<file path="src/rtl/arl_timer_pkg.sv">
`timescale 1ns/1ps
package arl_timer_pkg;
  // Byte offsets of the mapped registers
  localparam logic [7:0] OFF_CTRL  = 8'h00;
  localparam logic [7:0] OFF_IEN   = 8'h0C;
  localparam logic [7:0] OFF_STAT  = 8'h10;
  localparam logic [7:0] OFF_EVGEN = 8'h14;
  localparam logic [7:0] OFF_COUNT = 8'h24;
  localparam logic [7:0] OFF_DIV   = 8'h28;
  localparam logic [7:0] OFF_LIMIT = 8'h2C;
  localparam logic [7:0] OFF_CMP0  = 8'h34;
  localparam int unsigned CMP_STRIDE = 4;

  // Decoded bus strobes handed from the register file to the datapath
  typedef struct packed {
    logic load_cnt;
    logic restart;
    logic div_wr;
  } strobe_t;
endpackage

</file>
<file path="src/rtl/arl_prescaler.sv">
`timescale 1ns/1ps
module arl_prescaler #(
  parameter int unsigned PSC_W = 16
) (
  input  logic             clk,
  input  logic             rst,
  input  logic             en,
  input  logic             restart,
  input  logic [PSC_W-1:0] div,
  output logic             tick
);
  logic [PSC_W-1:0] phase_q;

  assign tick = en && (phase_q == div);

  always_ff @(posedge clk) begin
    if (rst) begin
      phase_q <= '0;
    end else if (restart) begin
      phase_q <= '0;
    end else if (en) begin
      if (tick) phase_q <= '0;
      else      phase_q <= phase_q + 1'b1;
    end
  end
endmodule

</file>
<file path="src/rtl/arl_counter.sv">
`timescale 1ns/1ps
module arl_counter #(
  parameter int unsigned CNT_W = 16
) (
  input  logic             clk,
  input  logic             rst,
  input  logic             tick,
  input  logic             load,
  input  logic [CNT_W-1:0] load_val,
  input  logic             clear,
  input  logic [CNT_W-1:0] limit,
  output logic [CNT_W-1:0] cnt,
  output logic             upd
);
  logic [CNT_W-1:0] cnt_q;
  logic             at_limit;

  assign at_limit = (limit != '0) && (cnt_q == limit);
  // a bus write to the count in the same cycle overrides the wrap and its event
  assign upd      = tick && at_limit && !clear && !load;
  assign cnt      = cnt_q;

  always_ff @(posedge clk) begin
    if (rst) begin
      cnt_q <= '0;
    end else if (clear) begin
      cnt_q <= '0;
    end else if (load) begin
      cnt_q <= load_val;
    end else if (tick) begin
      if (at_limit) cnt_q <= '0;
      else          cnt_q <= cnt_q + 1'b1;
    end
  end
endmodule

</file>
<file path="src/rtl/arl_regs.sv">
`timescale 1ns/1ps
module arl_regs
  import arl_timer_pkg::*;
#(
  parameter int unsigned ADDR_W  = 8,
  parameter int unsigned DATA_W  = 32,
  parameter int unsigned PSC_W   = 16,
  parameter int unsigned CNT_W   = 16,
  parameter int unsigned NUM_CMP = 4
) (
  input  logic              clk,
  input  logic              rst,
  input  logic [ADDR_W-1:0] bus_addr,
  input  logic              bus_we,
  input  logic [DATA_W-1:0] bus_wdata,
  output logic [DATA_W-1:0] bus_rdata,
  input  logic [CNT_W-1:0]  cnt,
  input  logic              upd,
  output logic              cen,
  output logic              uie,
  output logic              uif,
  output logic [PSC_W-1:0]  div,
  output logic [CNT_W-1:0]  limit,
  output strobe_t           strb
);
  localparam int unsigned CPAD = DATA_W - CNT_W;
  localparam int unsigned PPAD = DATA_W - PSC_W;

  logic             cen_q, uie_q, uif_q;
  logic [PSC_W-1:0] div_q;
  logic [CNT_W-1:0] limit_q;
  logic [CNT_W-1:0] cmp_q [NUM_CMP];
  logic [NUM_CMP-1:0] cmp_hit;
  logic [DATA_W-1:0]  rd_next;
  logic [DATA_W-1:0]  rd_q;

  logic hit_ctrl, hit_ien, hit_stat, hit_evgen, hit_count, hit_div, hit_limit;

  assign hit_ctrl  = (bus_addr == ADDR_W'(OFF_CTRL));
  assign hit_ien   = (bus_addr == ADDR_W'(OFF_IEN));
  assign hit_stat  = (bus_addr == ADDR_W'(OFF_STAT));
  assign hit_evgen = (bus_addr == ADDR_W'(OFF_EVGEN));
  assign hit_count = (bus_addr == ADDR_W'(OFF_COUNT));
  assign hit_div   = (bus_addr == ADDR_W'(OFF_DIV));
  assign hit_limit = (bus_addr == ADDR_W'(OFF_LIMIT));

  assign strb.load_cnt = bus_we && hit_count;
  assign strb.restart  = bus_we && hit_evgen && bus_wdata[0];
  assign strb.div_wr   = bus_we && hit_div;

  always_ff @(posedge clk) begin
    if (rst) begin
      cen_q   <= 1'b0;
      uie_q   <= 1'b0;
      uif_q   <= 1'b0;
      div_q   <= '0;
      limit_q <= '0;
    end else begin
      if (bus_we && hit_ctrl)  cen_q   <= bus_wdata[0];
      if (bus_we && hit_ien)   uie_q   <= bus_wdata[0];
      if (bus_we && hit_div)   div_q   <= bus_wdata[PSC_W-1:0];
      if (bus_we && hit_limit) limit_q <= bus_wdata[CNT_W-1:0];
      // hardware set wins over a software clear in the same cycle
      uif_q <= (uif_q & ~(bus_we && hit_stat && !bus_wdata[0])) | (upd && uie_q);
    end
  end

  for (genvar g = 0; g < NUM_CMP; g++) begin : g_cmp
    assign cmp_hit[g] = (bus_addr == ADDR_W'(OFF_CMP0 + 8'(g * CMP_STRIDE)));
    always_ff @(posedge clk) begin
      if (rst)                       cmp_q[g] <= '0;
      else if (bus_we && cmp_hit[g]) cmp_q[g] <= bus_wdata[CNT_W-1:0];
    end
  end

  always_comb begin
    rd_next = '0;
    if (hit_ctrl)  rd_next = DATA_W'(cen_q);
    if (hit_ien)   rd_next = DATA_W'(uie_q);
    if (hit_stat)  rd_next = DATA_W'(uif_q);
    if (hit_count) rd_next = {{CPAD{1'b0}}, cnt};
    if (hit_div)   rd_next = {{PPAD{1'b0}}, div_q};
    if (hit_limit) rd_next = {{CPAD{1'b0}}, limit_q};
    for (int i = 0; i < NUM_CMP; i++) begin
      if (cmp_hit[i]) rd_next = {{CPAD{1'b0}}, cmp_q[i]};
    end
  end

  always_ff @(posedge clk) begin
    if (rst) rd_q <= '0;
    else     rd_q <= rd_next;
  end

  assign bus_rdata = rd_q;
  assign cen       = cen_q;
  assign uie       = uie_q;
  assign uif       = uif_q;
  assign div       = div_q;
  assign limit     = limit_q;
endmodule

</file>
<file path="src/rtl/arl_timer.sv">
`timescale 1ns/1ps
module arl_timer
  import arl_timer_pkg::*;
#(
  parameter int unsigned ADDR_W  = 8,
  parameter int unsigned DATA_W  = 32,
  parameter int unsigned PSC_W   = 16,
  parameter int unsigned CNT_W   = 16,
  parameter int unsigned NUM_CMP = 4
) (
  input  logic              clk,
  input  logic              rst,
  input  logic [ADDR_W-1:0] bus_addr,
  input  logic              bus_we,
  input  logic [DATA_W-1:0] bus_wdata,
  output logic [DATA_W-1:0] bus_rdata,
  output logic              irq
);
  logic             cen, uie, uif, tick, upd, irq_q;
  logic [PSC_W-1:0] div;
  logic [CNT_W-1:0] limit, cnt;
  strobe_t          strb;

  arl_regs #(
    .ADDR_W(ADDR_W), .DATA_W(DATA_W), .PSC_W(PSC_W),
    .CNT_W(CNT_W), .NUM_CMP(NUM_CMP)
  ) u_regs (
    .clk(clk), .rst(rst), .bus_addr(bus_addr), .bus_we(bus_we),
    .bus_wdata(bus_wdata), .bus_rdata(bus_rdata), .cnt(cnt), .upd(upd),
    .cen(cen), .uie(uie), .uif(uif), .div(div), .limit(limit), .strb(strb)
  );

  arl_prescaler #(.PSC_W(PSC_W)) u_div (
    .clk(clk), .rst(rst), .en(cen),
    .restart(strb.div_wr | strb.load_cnt | strb.restart),
    .div(div), .tick(tick)
  );

  arl_counter #(.CNT_W(CNT_W)) u_cnt (
    .clk(clk), .rst(rst), .tick(tick), .load(strb.load_cnt),
    .load_val(bus_wdata[CNT_W-1:0]), .clear(strb.restart),
    .limit(limit), .cnt(cnt), .upd(upd)
  );

  always_ff @(posedge clk) begin
    if (rst) irq_q <= 1'b0;
    else     irq_q <= upd && uie && cen;
  end

  assign irq = irq_q;
endmodule

</file>
<file path="config.mk">
export PLATFORM = sky130hd
export DESIGN_NAME = arl_timer
export DESIGN_NICKNAME = d
export VERILOG_FILES = /design/src/rtl/arl_timer_pkg.sv /design/src/rtl/arl_prescaler.sv /design/src/rtl/arl_counter.sv /design/src/rtl/arl_regs.sv /design/src/rtl/arl_timer.sv
export SDC_FILE = /design/constraint.sdc
export NUM_CORES = 1
export LEC_CHECK = 0
export ABC_AREA = 1
export BUFFER_PORTS_ARGS = -buffer_cell sky130_fd_sc_hd__buf_4
export CAP_MARGIN = 20
export CORE_MARGIN = 2
export CORE_UTILIZATION = 48
export CTS_CLUSTER_DIAMETER = 50
export DETAILED_ROUTE_END_ITERATION = 8
export PLACE_DENSITY = 0.69
export SYNTH_ARGS = -nofsm -noshare
export SYNTH_HDL_FRONTEND = slang
export SYNTH_SLANG_ARGS = --single-unit
</file>
<file path="constraint.sdc">
create_clock -name clk -period 2.8 [get_ports clk]
set_input_delay 0.7 -clock clk [delete_from_list [all_inputs] [get_ports clk]]
set_output_delay 0.7 -clock clk [all_outputs]
set_load 0.02 [all_outputs]
</file>
==> reports/results.txt <==
Post-synth top cells -> nand2_1, nor2_1, inv_1, dfxtp_1, nand3_1
# clock sinks -> 148
R2r setup slk -> 930 ps
Top cell type's share of synthesized area -> 0.2399
Max Fclk -> 0.5157 GHz
Die Wd -> 133.2 um
CP max-delay cell -> nand3_2
Top-count cell post-synth -> nand2_1
Layout area overhead -> 13.01%
Num rows -> 47
Pwr Total -> 4.846 mW
Critical-path maximum fanout -> 16
Largest net degree at the start of global routing -> 33
CTS tree -> yes
Worst-Margin Slew -> 572.2 ps
Setup TNS -> 0 ps
CTS buffer count -> 17
CTS Hold Buffers Added -> 0
Global route overflow -> 0
Final GP Congestion -> 0.9274
WP data arrival -> 2210 ps
Total wire length -> 20,760 um
Setup ws final -> 861.0 ps
Worst hold slack -> 467.7 ps
Post-synth EDFFs -> 64
Post-CTS Setup Bufs -> 0
DRT antenna net count -> 0
Max IR drop VDD -> 0.0004529 V
ANT cells -> 0
Max cap viols -> 0
Nets -> 1,203
Period minus WS final -> 1939 ps
Status -> complete, no violations
Final hold vios -> 0
Critical Path Max Stage Delay -> 400 ps
Routed length per instance -> 14.93 um
Top_reg_cell synth -> dfxtp_1
Post-synthesis register bit count -> 148
Ratio of cells with drive above 1 in the final layout -> 0.1085
First-pass GRT wire length -> 33,890 um
Clk root buf -> clkbuf_16
PwrDens -> 535.2 nW/um^2
Sequential share of the synthesized area -> 0.4498
Slew Limit Fails -> 0
Period utilisation layout -> 0.6925
H-tree levels -> 4
IO Pins -> 76
Post-Syn Area -> 8011 sq um
Clock Latency Late Sink -> 440 ps
Post-CTS resize count -> 0
Core area -> 16,470 sq um
Port buffer count -> 43
Critical path data required time -> 3070 ps
Yosys top cell by area -> edfxtp_1
DR pass1 iterations -> 8
Worst-path cell chain -> buf_4 -> inv_1 -> nand2_1 -> nor2_1 -> nand2_1 -> inv_1 -> nand3_2 -> nor2_1
Die area -> 17,740 sq um
Setup crit start kind -> input port
Final core utilization -> 0.5498
Final setup viols -> 0
Hold WC Path Type -> flop to flop
Die Ht -> 133.2 um
Initial antenna violation count -> 0
Vias/cell -> 5.042
Ys async rst share -> 0
Mean Syn Cell Area -> 7.159 sq um
HPWL Detailed -> 15,110 um
RSZ-0062 raised after global routing -> false
Iteration-0 DRC Markers -> 548
Vias -> 7,014
Crit Path Category -> input port to flop
Vias in the first global route -> 6,542
DRC Markers -> 0
Post-Synthesis Cells -> 1,119
LEAKAGE -> 4.087 nW
Starting Density -> 0.4866
Netlist cell types -> 39
Yosys warns -> 0
Headroom to the max-slew limit -> 0.6181
Clock Skew -> 8.613 ps
Synth area leaders -> edfxtp_1, dfxtp_1, nand2_1
Clk slew on worst S/H paths -> 70 ps
Max clock buf depth -> 2
Worst Setup End Kind -> flop
Dpl ws -> 433.5 ps
GRT Total Usage -> 0.2456
-- worst paths after layout --
check	start	end	cells after the start
setup / recovery	bus_addr[7]	u_regs.cmp_q[1][8]	8
hold / removal	u_regs.uie	u_regs.uie	2
setup reg to reg	u_cnt.cnt[0]	u_cnt.cnt[8]	10
hold reg to reg	u_regs.uie	u_regs.uie	2
-- critical path, delay by kind of cell --
family	cells	cell delay, ps
AND/OR/NAND/NOR	5	1070
buffers and inverters	3	440
-- metrics by stage --
step                      cells  cell area, sq um
after floorplan            1134              8068
after CTS                  1391              9054
final                      1391              9054
after global routing       1391              9054
after global placement     1359              8447
after detailed placement   1359              8447
-- cells in the final DEF (no fill, tap or decap), types with 10 or more instances in the layout --
cell type  count
clkbuf_16     17
conb_1        16
nor3_1        10
a21oi_1       51
edfxtp_1      64
buf_4         61
nor2_1       190
o21ai_0       40
nand2_1      306
nand4_1       25
nand3_1       70
inv_1        149
xor2_1        22
dfxtp_1       84
-- metal layers --
metal  track usage  part of all wire  vias to the layer above  routed length [um]
li1              -                 -                     3579                   -
met1        0.3261              0.45                     3166                9399
met2        0.3929              0.46                      220                9533
met3       0.05289             0.059                       49                1227
met4       0.09929             0.029                        0                 603
met5             0                 0                        -                   0
-- sequential cells by signal, summed over array words and instances, names as in the netlist --
| register | flops |
|---|---|
| u_regs.cen | 1 |
| u_cnt.cnt | 16 |
| u_regs.div | 16 |
| irq | 1 |
| u_regs.bus_rdata | 16 |
| u_regs.uif | 1 |
| u_regs.limit | 16 |
| u_regs.cmp_q | 64 |
| u_div.phase_q | 16 |
| u_regs.uie | 1 |
-- cell type report --
class | instances | area, sq um
Fill cell | 1584 | 7412
Sequential cell | 148 | 3603
Multi-Input combinational cell | 775 | 3526
Inverter | 155 | 584.3
Timing Repair Buffer | 61 | 457.9
Clock buffer | 17 | 425.4
Tap cell | 220 | 275.3
Clock inverter | 15 | 181.4
-- where the power goes --
group	switching [mW]	internal, mW
clock	1.05	1.28
sequential	0.0150	2.30
combinational	0.150	0.0530
-- logic make-up (layout without fill, tap and decap cells) --
group,Yosys count,after routing,synth area share
compound gates,103,103,0.06747
xor+xnor,22,22,0.02405
fa+ha+maj,2,2,0.003123
buf+inv,211,248,0.1171
flops,148,148,0.4498
other cells,1,16,0.0004681
simple gates,632,632,0.3380
Note: power is estimated with default switching activity, not from simulation.
